## src/rtl/sdclk_pkg.sv

```systemverilog
package sdclk_pkg;

  typedef enum logic [1:0] {
    SEQ_RUN    = 2'd0,
    SEQ_SWITCH = 2'd1,
    SEQ_SETTLE = 2'd2
  } seq_state_e;

  // number of set bits in a threshold-hit vector
  function automatic int unsigned count_set(input logic [31:0] v);
    int unsigned n;
    n = 0;
    for (int i = 0; i < 32; i++) begin
      if (v[i]) n = n + 1;
    end
    return n;
  endfunction

endpackage

```

## src/rtl/sdclk_select.sv

```systemverilog
module sdclk_select #(
  parameter longint unsigned IN_FREQ_HZ = 200_000_000,
  parameter int FREQ_W    = 32,
  parameter int MAX_SHIFT = 9,
  localparam int SH_W     = $clog2(MAX_SHIFT + 1),
  localparam int CODE_W   = MAX_SHIFT - 1
) (
  input  logic [FREQ_W-1:0] target,
  input  logic              pass_en,
  input  logic              ddr_mode,
  output logic [CODE_W-1:0] code,
  output logic [SH_W-1:0]   eff_shift
);
  import sdclk_pkg::*;

  localparam int THR_W = FREQ_W + MAX_SHIFT + 1;
  localparam logic [THR_W-1:0] BASE_V = THR_W'(IN_FREQ_HZ >> MAX_SHIFT);

  logic [THR_W-1:0]     tgt_ext;
  logic [MAX_SHIFT-1:0] hit;
  logic [SH_W-1:0]      raw_shift;

  assign tgt_ext = THR_W'(target);

  // one comparator per doubling step; the steps are monotonic
  for (genvar j = 1; j <= MAX_SHIFT; j++) begin : g_thr
    localparam logic [THR_W-1:0] THR = BASE_V << j;
    assign hit[j-1] = (tgt_ext >= THR);
  end

  always_comb begin
    raw_shift = SH_W'(MAX_SHIFT - int'(count_set(32'(hit))));
    code      = '0;
    eff_shift = raw_shift;
    if (raw_shift >= SH_W'(2)) begin
      code = CODE_W'(1) << (raw_shift - SH_W'(2));
    end else if (raw_shift == SH_W'(1)) begin
      code = '0;
    end else if (pass_en && !ddr_mode) begin
      code      = '1;
      eff_shift = '0;
    end else begin
      code      = '0;
      eff_shift = SH_W'(1);
    end
  end

endmodule

```

## src/rtl/sdclk_divgen.sv

```systemverilog
module sdclk_divgen #(
  parameter int MAX_SHIFT = 9,
  localparam int SH_W     = $clog2(MAX_SHIFT + 1)
) (
  input  logic            clk,
  input  logic            rst,
  input  logic            load_req,
  input  logic [SH_W-1:0] new_shift,
  output logic            boundary,
  output logic            load_ack,
  output logic            level,
  output logic            rise
);

  logic [SH_W-1:0]      shift_q, shift_d;
  logic [MAX_SHIFT-1:0] cnt_q, cnt_d;
  logic [MAX_SHIFT-1:0] mask_q, mask_d, half_d;
  logic                 lvl_d, rise_d;

  assign mask_q   = {MAX_SHIFT{1'b1}} >> (MAX_SHIFT - int'(shift_q));
  assign boundary = (cnt_q == mask_q);
  assign load_ack = boundary && load_req;

  always_comb begin
    shift_d = shift_q;
    cnt_d   = cnt_q + 1'b1;
    if (boundary) begin
      cnt_d = '0;
      if (load_req) shift_d = new_shift;
    end
    mask_d = {MAX_SHIFT{1'b1}} >> (MAX_SHIFT - int'(shift_d));
    half_d = mask_d ^ (mask_d >> 1);
    lvl_d  = ((cnt_d & half_d) == '0);
    rise_d = (cnt_d == '0);
  end

  always_ff @(posedge clk) begin
    if (rst) begin
      shift_q <= SH_W'(MAX_SHIFT);
      cnt_q   <= '0;
      level   <= 1'b1;
      rise    <= 1'b1;
    end else begin
      shift_q <= shift_d;
      cnt_q   <= cnt_d;
      level   <= lvl_d;
      rise    <= rise_d;
    end
  end

endmodule

```

## src/rtl/sdclk_seq.sv

```systemverilog
module sdclk_seq #(
  parameter int MAX_SHIFT = 9,
  localparam int SH_W     = $clog2(MAX_SHIFT + 1),
  localparam int CODE_W   = MAX_SHIFT - 1
) (
  input  logic              clk,
  input  logic              rst,
  input  logic              req_valid,
  input  logic              req_zero,
  input  logic [CODE_W-1:0] sel_code,
  input  logic [SH_W-1:0]   sel_shift,
  input  logic              boundary,
  input  logic              load_ack,
  output logic              load_req,
  output logic [SH_W-1:0]   load_shift,
  output logic [CODE_W-1:0] code_q,
  output logic              en_q,
  output logic              busy_q
);
  import sdclk_pkg::*;

  localparam logic [CODE_W-1:0] RST_CODE = CODE_W'(1) << (CODE_W - 1);

  seq_state_e        state_q;
  logic [CODE_W-1:0] pend_code_q;
  logic [SH_W-1:0]   pend_shift_q;

  assign load_req   = (state_q == SEQ_SWITCH);
  assign load_shift = pend_shift_q;

  always_ff @(posedge clk) begin
    if (rst) begin
      state_q      <= SEQ_RUN;
      en_q         <= 1'b0;
      busy_q       <= 1'b0;
      code_q       <= RST_CODE;
      pend_code_q  <= RST_CODE;
      pend_shift_q <= SH_W'(MAX_SHIFT);
    end else begin
      case (state_q)
        SEQ_RUN: begin
          if (req_valid) begin
            en_q <= 1'b0;
            if (!req_zero) begin
              busy_q       <= 1'b1;
              pend_code_q  <= sel_code;
              pend_shift_q <= sel_shift;
              state_q      <= SEQ_SWITCH;
            end
          end
        end
        SEQ_SWITCH: begin
          if (load_ack) begin
            code_q  <= pend_code_q;
            state_q <= SEQ_SETTLE;
          end
        end
        SEQ_SETTLE: begin
          if (boundary) begin
            en_q    <= 1'b1;
            busy_q  <= 1'b0;
            state_q <= SEQ_RUN;
          end
        end
        default: state_q <= SEQ_RUN;
      endcase
    end
  end

endmodule

```

## src/rtl/sdclk_ctrl.sv

```systemverilog
module sdclk_ctrl #(
  parameter longint unsigned IN_FREQ_HZ = 200_000_000,
  parameter int FREQ_W    = 32,
  parameter int MAX_SHIFT = 9
) (
  input  logic                 clk,
  input  logic                 rst,
  input  logic                 req_valid,
  input  logic [FREQ_W-1:0]    req_freq,
  input  logic                 req_pass_en,
  input  logic                 req_ddr_mode,
  output logic [MAX_SHIFT-2:0] div_code,
  output logic                 clk_en,
  output logic                 busy,
  output logic                 sclk_level,
  output logic                 sclk_rise,
  output logic                 card_clk
);

  localparam int SH_W   = $clog2(MAX_SHIFT + 1);
  localparam int CODE_W = MAX_SHIFT - 1;

  logic [CODE_W-1:0] sel_code;
  logic [SH_W-1:0]   sel_shift;
  logic [SH_W-1:0]   load_shift;
  logic              load_req, load_ack, boundary;

  sdclk_select #(
    .IN_FREQ_HZ(IN_FREQ_HZ), .FREQ_W(FREQ_W), .MAX_SHIFT(MAX_SHIFT)
  ) u_select (
    .target   (req_freq),
    .pass_en  (req_pass_en),
    .ddr_mode (req_ddr_mode),
    .code     (sel_code),
    .eff_shift(sel_shift)
  );

  sdclk_seq #(.MAX_SHIFT(MAX_SHIFT)) u_seq (
    .clk       (clk),
    .rst       (rst),
    .req_valid (req_valid),
    .req_zero  (req_freq == '0),
    .sel_code  (sel_code),
    .sel_shift (sel_shift),
    .boundary  (boundary),
    .load_ack  (load_ack),
    .load_req  (load_req),
    .load_shift(load_shift),
    .code_q    (div_code),
    .en_q      (clk_en),
    .busy_q    (busy)
  );

  sdclk_divgen #(.MAX_SHIFT(MAX_SHIFT)) u_div (
    .clk      (clk),
    .rst      (rst),
    .load_req (load_req),
    .new_shift(load_shift),
    .boundary (boundary),
    .load_ack (load_ack),
    .level    (sclk_level),
    .rise     (sclk_rise)
  );

  assign card_clk = sclk_level & clk_en;

endmodule

```

## config.mk

```make
export PLATFORM = sky130hd
export DESIGN_NAME = sdclk_ctrl
export DESIGN_NICKNAME = d
export VERILOG_FILES = /design/src/rtl/sdclk_pkg.sv /design/src/rtl/sdclk_select.sv /design/src/rtl/sdclk_divgen.sv /design/src/rtl/sdclk_seq.sv /design/src/rtl/sdclk_ctrl.sv
export SDC_FILE = /design/constraint.sdc
export NUM_CORES = 1
export LEC_CHECK = 0
export CAP_MARGIN = 20
export CORE_ASPECT_RATIO = 0.75
export CORE_UTILIZATION = 44
export DETAILED_ROUTE_END_ITERATION = 7
export PLACE_DENSITY = 0.66
export SETUP_SLACK_MARGIN = 0.4
export SLEW_MARGIN = 30
export SYNTH_ARGS = -nofsm -noshare
export SYNTH_HDL_FRONTEND = slang
export SYNTH_SLANG_ARGS = --single-unit
```

## constraint.sdc

```tcl
create_clock -name clk -period 7.8 [get_ports clk]
set_input_delay 0.78 -clock clk [delete_from_list [all_inputs] [get_ports clk]]
set_output_delay 0.78 -clock clk [all_outputs]
set_load 0.01 [all_outputs]
```

Yosys cells after proc, flatten, opt, wreduce, memory -nomap -nowiden
Cells that the tools add are included.
{"block": "totals", "ff_bits": 39, "latchBits": 0, "ramBits": 0, "rom_bits": 0, "inputBits": 37, "out_inout_bits": 13, "elab_cells": 91, "mem_count": 0}
{"block": "op_classes", "n_addsub": 13, "mul": 0, "div": 0, "n_lt_le_gt_ge": 10, "n_eq_ne": 8, "shift": 3, "muxes": 30, "bitwise": 4, "n_reduce_logical": 13}
{"operator": "9-bit by 32-bit >> shifter with 9-bit output, first input constant", "count": 2}
{"operator": "4-bit 2-to-1 mux", "count": 11}
{"operator": "32-bit by 20-bit greater-or-equal comparator with 1-bit output, second input constant", "count": 1}
{"operator": "32-bit by 21-bit greater-or-equal comparator with 1-bit output, second input constant", "count": 1}
{"operator": "32-bit by 22-bit greater-or-equal comparator with 1-bit output, second input constant", "count": 1}
{"operator": "32-bit by 23-bit greater-or-equal comparator with 1-bit output, second input constant", "count": 1}
{"operator": "32-bit by 24-bit greater-or-equal comparator with 1-bit output, second input constant", "count": 1}
{"operator": "32-bit by 25-bit greater-or-equal comparator with 1-bit output, second input constant", "count": 1}
{"operator": "32-bit by 26-bit greater-or-equal comparator with 1-bit output, second input constant", "count": 1}
{"operator": "32-bit by 27-bit greater-or-equal comparator with 1-bit output, second input constant", "count": 1}
{"operator": "32-bit by 28-bit greater-or-equal comparator with 1-bit output, second input constant", "count": 1}
{"operator": "32-bit zero test", "count": 1}
{"operator": "4-bit by 1-bit adder with 4-bit output, second input constant", "count": 6}
{"operator": "8-bit 2-to-1 mux", "count": 3}
{"operator": "9-bit zero test", "count": 2}
{"operator": "2-bit 2-to-1 mux", "count": 5}
{"operator": "4-bit by 4-bit subtractor with 5-bit output, first input constant", "count": 2}
{"operator": "9-bit by 1-bit adder with 9-bit output, second input constant", "count": 1}
{"operator": "9-bit bitwise AND", "count": 1}
{"operator": "9-bit equality test", "count": 1}
{"operator": "9-bit 2-to-1 mux", "count": 1}
{"operator": "9-bit by 8-bit bitwise XOR with 9-bit output", "count": 1}
{"operator": "4-bit AND reduction", "count": 2}
{"operator": "1-bit by 4-bit left shift with 8-bit output, first input constant", "count": 1}
{"operator": "other kinds (21)", "count": 32}

Depth between registers and ports, before layout
Gate-level depths: netlist of the first run.
{"block": "depth", "ltp_word": 22, "ltp_mapped": 40}

By module
From an unflattened synthesis of the first run, not the netlist that was laid out.
{"block": "hier_totals", "hier_cells": 517, "area_unflattened_um2": 3863.7}
{"mod": "sdclk_select", "instances": 1, "cells_per_inst": 244, "area_each_um2": 1651.6, "seq_area_each_um2": 0.0}
{"mod": "sdclk_divgen", "instances": 1, "cells_per_inst": 154, "area_each_um2": 1253.7, "seq_area_each_um2": 300.3}
{"mod": "sdclk_seq", "instances": 1, "cells_per_inst": 107, "area_each_um2": 879.6, "seq_area_each_um2": 480.5}
{"mod": "sdclk_ctrl", "instances": 1, "cells_per_inst": 12, "area_each_um2": 78.8, "seq_area_each_um2": 0.0}

Least setup slack after synthesis of the first run
OpenSTA, ideal clock, no wires.
{"block": "synth_path", "kind": "input to register", "start": "input port req_freq[5]", "end": "register u_seq.pend_shift_q[0] (netlist: u_seq.load_shift[0])", "setup_ns": 0.122, "arrival_ns": 7.593, "slack_ns": 0.086, "cell_stages": 35, "cell_sequence": "or4_1 nor2_1 o21bai_1 a21oi_1 nor2_1 o21ai_0 and3b_1 inv_1 ha_1 mux2i_1 inv_1 ha_1 nand2b_1 o21ai_0 ha_1 o21ai_0 o221ai_2 ha_1 and2b_1 a21o_1 ha_1 nor2b_1 a221oi_4 inv_1 ha_1 and2_1 o21bai_1 ha_1 mux2i_1 o21a_1 clkbuf_1 ha_1 xnor3_1 o31a_1 a221o_1"}
{"block": "synth_between", "elab_chain_cells": 22, "elab_cells_between_ends": 34}
{"item": "from (decl)", "line": "sdclk_ctrl.sv:9", "source": "input logic [FREQ_W-1:0] req_freq,"}
{"item": "parallel branches: the longest is 22 deep, another holds 32-bit by 20-bit greater-or-equal comparator with 1-bit output"}
{"item": "to (signal assigned)", "line": "sdclk_seq.sv:38", "source": "pend_shift_q <= SH_W'(MAX_SHIFT);"}
{"item": "to (signal assigned)", "line": "sdclk_seq.sv:47", "source": "pend_shift_q <= sel_shift;"}
{"item": "to (decl)", "line": "sdclk_seq.sv:26", "source": "logic [SH_W-1:0] pend_shift_q;"}
Several ways; the timed one is not identified.
A chain may end at the register's enable or synchronous reset.

Worst setup path after layout of the first run
{"block": "layout_path", "start": "input port req_freq[21]", "end": "register u_seq.pend_shift_q[0] (netlist: u_seq.load_shift[0])"}
The elaborated chain is that of the path after synthesis.

==> results of run 1 <==
==> cell usage in the layout, fill, tap and decap left out, drive strengths merged, types with 12 or more instances in the layout <==
cell and instances:
nor2 53, clkdlybuf4s50 43, buf 35, nand3 21, a21oi 22, nand2 41
dfxtp 39, o21ai 13, ha 14, mux2i 15, inv 22, xnor2 18
nor3 12
==> cell usage after synthesis, drive strengths merged, types with 7 or more instances <==
| master | count |
|---|---|
| nor4 | 11 |
| dfxtp | 39 |
| nand3 | 21 |
| nand4 | 11 |
| o21ai | 13 |
| inv | 22 |
| a21oi | 22 |
| nor2 | 53 |
| xor2 | 8 |
| a31oi | 7 |
| nor2b | 9 |
| xnor2 | 18 |
| nand2 | 41 |
| nor3 | 12 |
| mux2i | 15 |
| ha | 14 |
| nand2b | 11 |
| clkbuf | 16 |
==> sequential cells by signal, summed over array words and instances (netlist names) <==
| register | cells |
|---|---|
| u_div.cnt_q | 9 |
| u_div.level | 1 |
| u_div.rise | 1 |
| u_div.shift_q | 4 |
| u_seq.busy_q | 1 |
| u_seq.code_q | 8 |
| u_seq.en_q | 1 |
| u_seq.load_shift | 4 |
| u_seq.pend_code_q | 8 |
| u_seq.state_q | 2 |
==> metrics by stage <==
step / util / setup WS, ns
after detailed placement: 0.5606 / -0.09631
after CTS: 0.5907 / 0.4051
after global routing: 0.6143 / 0.3101
after floorplan: - / 0.4281
after global placement: 0.5606 / 0.1219
final: 0.6143 / 0.5541
==> kinds of logic (layout without fill, tap and decap cells) <==
| group | count (synthesis) | in the layout |
|---|---|---|
| AOI/OAI and AO/OA | 95 | 95 |
| adders and majority gates | 14 | 14 |
| xor gates and xnor gates | 28 | 28 |
| muxes | 18 | 18 |
| DFF | 39 | 39 |
| buffers and inverters | 42 | 114 |
| and+or+nand+nor | 207 | 207 |
==> where the power goes <==
| group | switching (W) | internal [W] | leakage, nW | total, W |
|---|---|---|---|---|
| Combinational | 0.0000603 | 0.0000585 | 1.35 | 0.000119 |
| Sequential | 0.00000801 | 0.000208 | 0.318 | 0.000216 |
| Clock | 0.0000727 | 0.0000952 | 0.0581 | 0.000168 |
==> layout make-up <==
class	instances	area [sq um]	share of cell area
repair buffers	84	779.5	0.1707
flip-flops and latches	39	780.7	0.1710
clock inverters	3	43.79	0.009592
well taps	101	126.4	0.02768
inverters	22	82.58	0.01809
clock buffers	5	68.82	0.01507
multi-input cells	362	2684	0.5878
==> tightest hold or removal path, delay by kind of cell, from the launching register on <==
family | cells | cell delay [ns]
simple gates | 1 | 0.06
flops | 1 | 0.33
compound gates | 1 | 0.05
==> metal layers <==
metal,vias up,track usage,wire (um),part of all wire
li1,1767,-,-,-
met1,1638,0.3492,4853,0.51
met2,143,0.3380,3940,0.41
met3,10,0.04319,698,0.073
met4,0,0.04857,83,0.0087
met5,-,0,0,0
==> repair_timing <==
action,CTS,global route
gates resized for setup,15,31
setup endpoints to repair,9,10
pin swaps,9,19
hold buffers,0,0
setup buffers,6,6
==> path summary, 6_finish.rpt <==
| path | slack [ns] | end | startpoint | cells after the start |
|---|---|---|---|---|
| max | 0.55 | u_seq.load_shift[0] | req_freq[21] | 31 |
| min | 0.48 | u_seq.load_shift[2] | u_seq.load_shift[2] | 2 |
| max reg2reg | 2.72 | u_div.level | u_div.shift_q[1] | 17 |
| min reg2reg | 0.48 | u_seq.load_shift[2] | u_seq.load_shift[2] | 2 |
==> impl_results.md, run 1 <==
* Status: completed
* Compound-gate portion of the synthesized area at 0.2092
* Vias in the first global route at 3221
* Post-synth top flop: dfxtp_1
* Maxcap violations at 0
* RSZ-0062 raised after global routing: no
* Fin area at 4566 sq um
* Final hold vios at 0
* Max VDD drop at 82.26 uV
* CP max stage delay at 0.63 ns
* Inserted Clock Buffers at 5
* Starting density of the core at 0.4611
* Global-route wire length before repair at 15570 um
* Critical setup path kind: input pin to flip-flop
* Final setup vio count at 0
* Post-DP Area at 4167 sq um
* GRT Residual Overflow at 0
* Gate Count Post-Synth at 443
* Total negative slack at 0 ns
* Seq cells post-synth at 39
* Cell accounting for the most synthesized area: dfxtp_1
* Crit. End Element: flip-flop
* Fmax at 138.0 MHz
* Max-slew violations at 0
* Die span in y at 78.43 um
* Vias at 3558
* Unique masters post-synth at 71
* Max H-tree Level at 2
* Critical path's slowest cell: clkdlybuf4s50_1
* Number of inserted diodes at 0
* CTS Buffer Depth at 2
* Post-route DRC at 0
* CTS tree: done
* Worst-Margin Slew at 1.013 ns
* # rows at 27
* Mean Syn Cell Area at 7.736 sq um
* Layout cells sized above 1 at 0.1883
* Synth top area share at 0.2278
* DRT antenna net count at 0
* Post-synthesis adder-cell area fraction at 0.05111
* Yosys warns at 0
* Synth top area cells: dfxtp_1, nor2_1, ha_1, nand2_1, mux2i_1
* Tcrit/Tclk final at 0.9290
* Worst path most repeated cell: ha_1
* Layout Skew at 0.005771 ns
* Hold_ws at 0.4843 ns
* Buf/Inv on CP at 7
* Drt first pass iters at 5
* Placer congestion estimate at 0.8947
* Total design power at 0.0005025 W
* Min-Delay Path Class: flip-flop to flip-flop
* Clk_lat worst skew at 0.29 ns
* Drt total wl at 9576 um
* Xor/xnor share of the synthesized area at 0.08397
* Sequential-to-total area share from yosys stat at 0.2278
* Top Ports at 50
* Iteration-0 DRC Markers at 213
* Drt wl/cell at 15.55 um
* Crit path required time at 7.99 ns
* Placed Cells at 596
* Relative slew slack at 0.3072
* Top delay family on crit path: compound AO/OA/AOI/OAI gates
* Finished Layout Cells at 616
* Simple-Gate Fraction of Synth Area at 0.3268
* Clk sinks at 39
* Async S/R FF share, synth at 0
* Die width at 103.9 um
* Largest net degree at the start of global routing at 37
* Post-synthesis net count at 494
* Critical path data arrival time at 7.43 ns
* Minimum clock period at 7.246 ns
* CTS Root Cell: clkbuf_8
* Synthesized area at 3427 sq um
* P_leak at 1.730 nW
* CP max FO at 8
* Layout area overhead at 33.22%
* Main combinational cell family by area after synthesis: simple AND/OR/NAND/NOR gates
* Layout fillers at 677
* GRT Util Overall at 0.2317
* Port Buf Inserts at 49
* CP Launch Type: input pin
* Initial antenna violation count at 0
* Core box area at 7432 sq um
* Detailed placement HPWL at 6929 um
* Final layout net count at 565
* Die area at 8149 sq um
* Clk pin slew, worst setup/hold paths at 0.08 ns
* Number of flops mapped to enable cells by yosys at 0
* Mux contribution to synthesized area at 0.05367
* Power Density at 110.1 nW/um^2
* DR vias/cell at 5.776
Note: power is estimated with default switching activity, not from simulation.
==> run 2, diff against run 1 <==
--- a/config.mk
+++ b/config.mk
@@ -13,2 +13,3 @@
 export SETUP_SLACK_MARGIN = 0.4
+export SKIP_CTS_REPAIR_TIMING = 1
 export SLEW_MARGIN = 30
--- a/constraint.sdc
+++ b/constraint.sdc
@@ -3,2 +3,2 @@
 set_output_delay 0.78 -clock clk [all_outputs]
-set_load 0.01 [all_outputs]
+set_load 0.1 [all_outputs]
==> run 2 against run 1 <==
Setup slack gained 0.041 ns; final area shrank 2.0%; global-route usage shrank 0.48 points; clock-buffer cell count is the same; register-to-register slack is essentially flat; die area is the same; critical path type unchanged; critical endpoint unchanged.
==> impl_results.md, run 2 (synthesis gave the netlist of run 1 again) <==
* Status: completed
* Post-DP Area at 4167 sq um (unchanged)
* Max H-tree Level at 2 (unchanged)
* Critical path's slowest cell: or4_4
* Final core utilization at 0.6020 (-0.01229)
* Crit path required time at 7.99 ns (about the same)
* RSZ-0062 raised after global routing: no
* Placer congestion estimate at 0.8947 (unchanged)
* Inserted Clock Buffers at 5 (unchanged)
* Port Buf Inserts at 49 (unchanged)
* Reg-to-reg endpoint: u_div.level
* Relative slew slack at 0.3196 (+0.01239)
* Maxcap violations at 0 (unchanged)
* Largest net degree at the start of global routing at 37 (unchanged)
* Max VDD drop at 82.71 uV (+0.55%)
* Top Registers: u_div.cnt_q (9), u_seq.code_q (8), u_seq.pend_code_q (8)
* Hold Path End: u_seq.load_shift[2]
* Drt total wl at 9225 um (-3.7%)
* CTS tree: done
* Die area at 8149 sq um (unchanged)
* DRT antenna net count at 0 (unchanged)
* Hold_ws at 0.4898 ns (+0.005493 ns)
* Core box area at 7432 sq um (unchanged)
* Critical path data arrival time at 7.39 ns (-0.04 ns)
* Most frequent cells in the layout: nor2_1, clkdlybuf4s50_1, nand2_1
* Top reg by flops: u_div.cnt_q
* Vias at 3528 (-0.84%)
* Global-route wire length before repair at 15240 um (-2.1%)
* Min-Delay Path Class: flip-flop to flip-flop
* Layout cells sized above 1 at 0.1736 (-0.01478)
* DR vias/cell at 5.803 (+0.46%)
* Area occupied by multi-input gates at 2671 sq um (-0.47%)
* Fin area at 4474 sq um (-2.0%)
* Number of flip-flops under the largest register name at 9 (unchanged)
* Layout fillers at 690 (+1.9%)
* Final setup vio count at 0 (unchanged)
* Die span in y at 78.43 um (unchanged)
* Hold Path Depth at 2 (unchanged)
* Worst hold start: u_seq.load_shift[2]
* CP max FO at 8 (unchanged)
* Critical setup path kind: input pin to flip-flop
* Power Density at 113.5 nW/um^2 (+3.1%)
* Starting density of the core at 0.4611 (unchanged)
* Top Ports at 50 (unchanged)
* Number of inserted diodes at 0 (unchanged)
* Clk pin slew, worst setup/hold paths at 0.08 ns (about the same)
* Max-slew violations at 0 (unchanged)
* Clk sinks at 39 (unchanged)
* Layout Skew at 0.005827 ns (+0.00005560 ns)
* CP max stage delay at 0.46 ns (-0.17 ns)
* Clk_lat worst skew at 0.29 ns (about the same)
* Vias in the first global route at 3150 (-2.2%)
* Worst r2r src: u_div.shift_q[1]
* CTS Buffer Depth at 2 (unchanged)
* Layout area overhead at 30.56%
* Die width at 103.9 um (unchanged)
* Final layout net count at 557 (-1.4%)
* Most common cell after layout, fill and taps aside: nor2_1
* Final hold vios at 0 (unchanged)
* Drt first pass iters at 5 (unchanged)
* Crit. End Element: flip-flop
* Post-route DRC at 0 (unchanged)
* Fmax at 138.8 MHz (+0.57%)
* CTS Root Cell: clkbuf_8
* Worst-Margin Slew at 0.9949 ns (-0.01812 ns)
* Worst Reg-to-Reg Cells at 17 (unchanged)
* R2r setup slk at 2.72 ns (about the same)
* Reg area at 780.7 sq um (unchanged)
* Initial antenna violation count at 0 (unchanged)
* GRT Residual Overflow at 0 (unchanged)
* CP Launch Type: input pin
* Tcrit/Tclk final at 0.9237 (-0.005243)
* Iteration-0 DRC Markers at 260 (+22%)
* # rows at 27 (unchanged)
* Drt wl/cell at 15.17 um (-2.4%)
* P_leak at 1.664 nW (-3.8%)
* Minimum clock period at 7.205 ns (-0.04090 ns)
* GRT Util Overall at 0.2269 (-0.004843)
* Detailed placement HPWL at 6929 um (unchanged)
[run 2: changes by cell type in the layout (fill, tap and decap cells not counted), sizes merged]
cell	delta
buf	-8
clkdlybuf4s50	+3
dlymetal6s2s	-3
[run 2: layout make-up]
class                   count  area share
multi-input cells         362      0.5970
flip-flops and latches     39      0.1745
repair buffers             76      0.1566
well taps                 101     0.02824
inverters                  22     0.01846
clock buffers               5     0.01538
clock inverters             3    0.009787
[run 2: worst max-delay path by stage]
| stage | from | end | cells after the start |
|---|---|---|---|
| global route | req_freq[27] | u_seq.load_shift[0] | 36 |
| detailed placement | req_freq[4] | u_seq.load_shift[0] | 37 |
| CTS | req_freq[4] | u_seq.load_shift[0] | 37 |
| global placement | req_freq[5] | u_seq.load_shift[0] | 37 |
| finish | req_freq[5] | u_seq.load_shift[0] | 35 |
| floorplan | req_freq[5] | u_seq.load_shift[0] | 37 |
[run 2: routing by layer]
| metal | wire (um) | up-vias | global-route usage |
|---|---|---|---|
| li1 | - | 1756 | - |
| met1 | 4753 | 1635 | 0.3484 |
| met2 | 3704 | 128 | 0.3227 |
| met3 | 698 | 9 | 0.04402 |
| met4 | 68 | 0 | 0.04429 |
| met5 | 0 | - | 0 |
[run 2: critical path: cells and delay by family]
kind / cells / cell delay [ns]
AOI/OAI and AO/OA: 12 / 2.04
xor gates and xnor gates: 1 / 0.23
adders and majority gates: 8 / 1.98
buffers and inverters: 4 / 0.64
muxes: 2 / 0.31
and+or+nand+nor: 8 / 1.40
[run 2: through the flow]
step                      worst slack (ns)  cells  total power [W]  setup TNS [ns]
after floorplan                     0.4281    443        0.0002865               0
after global routing                0.2774    608        0.0005336               0
final                               0.5950    608        0.0005078               0
after global placement              0.1219    596        0.0003305               0
after detailed placement          -0.09631    596        0.0003322         -0.2747
after CTS                           0.1744    604        0.0004991               0
[run 2: where the power goes]
part	switching, W	internal [W]	total (W)	leakage (nW)
registers	0.00000799	0.000208	0.000216	0.318
clock network	0.0000740	0.0000952	0.000169	0.0581
logic	0.0000658	0.0000570	0.000123	1.29
total	0.000148	0.000360	0.000508	1.66
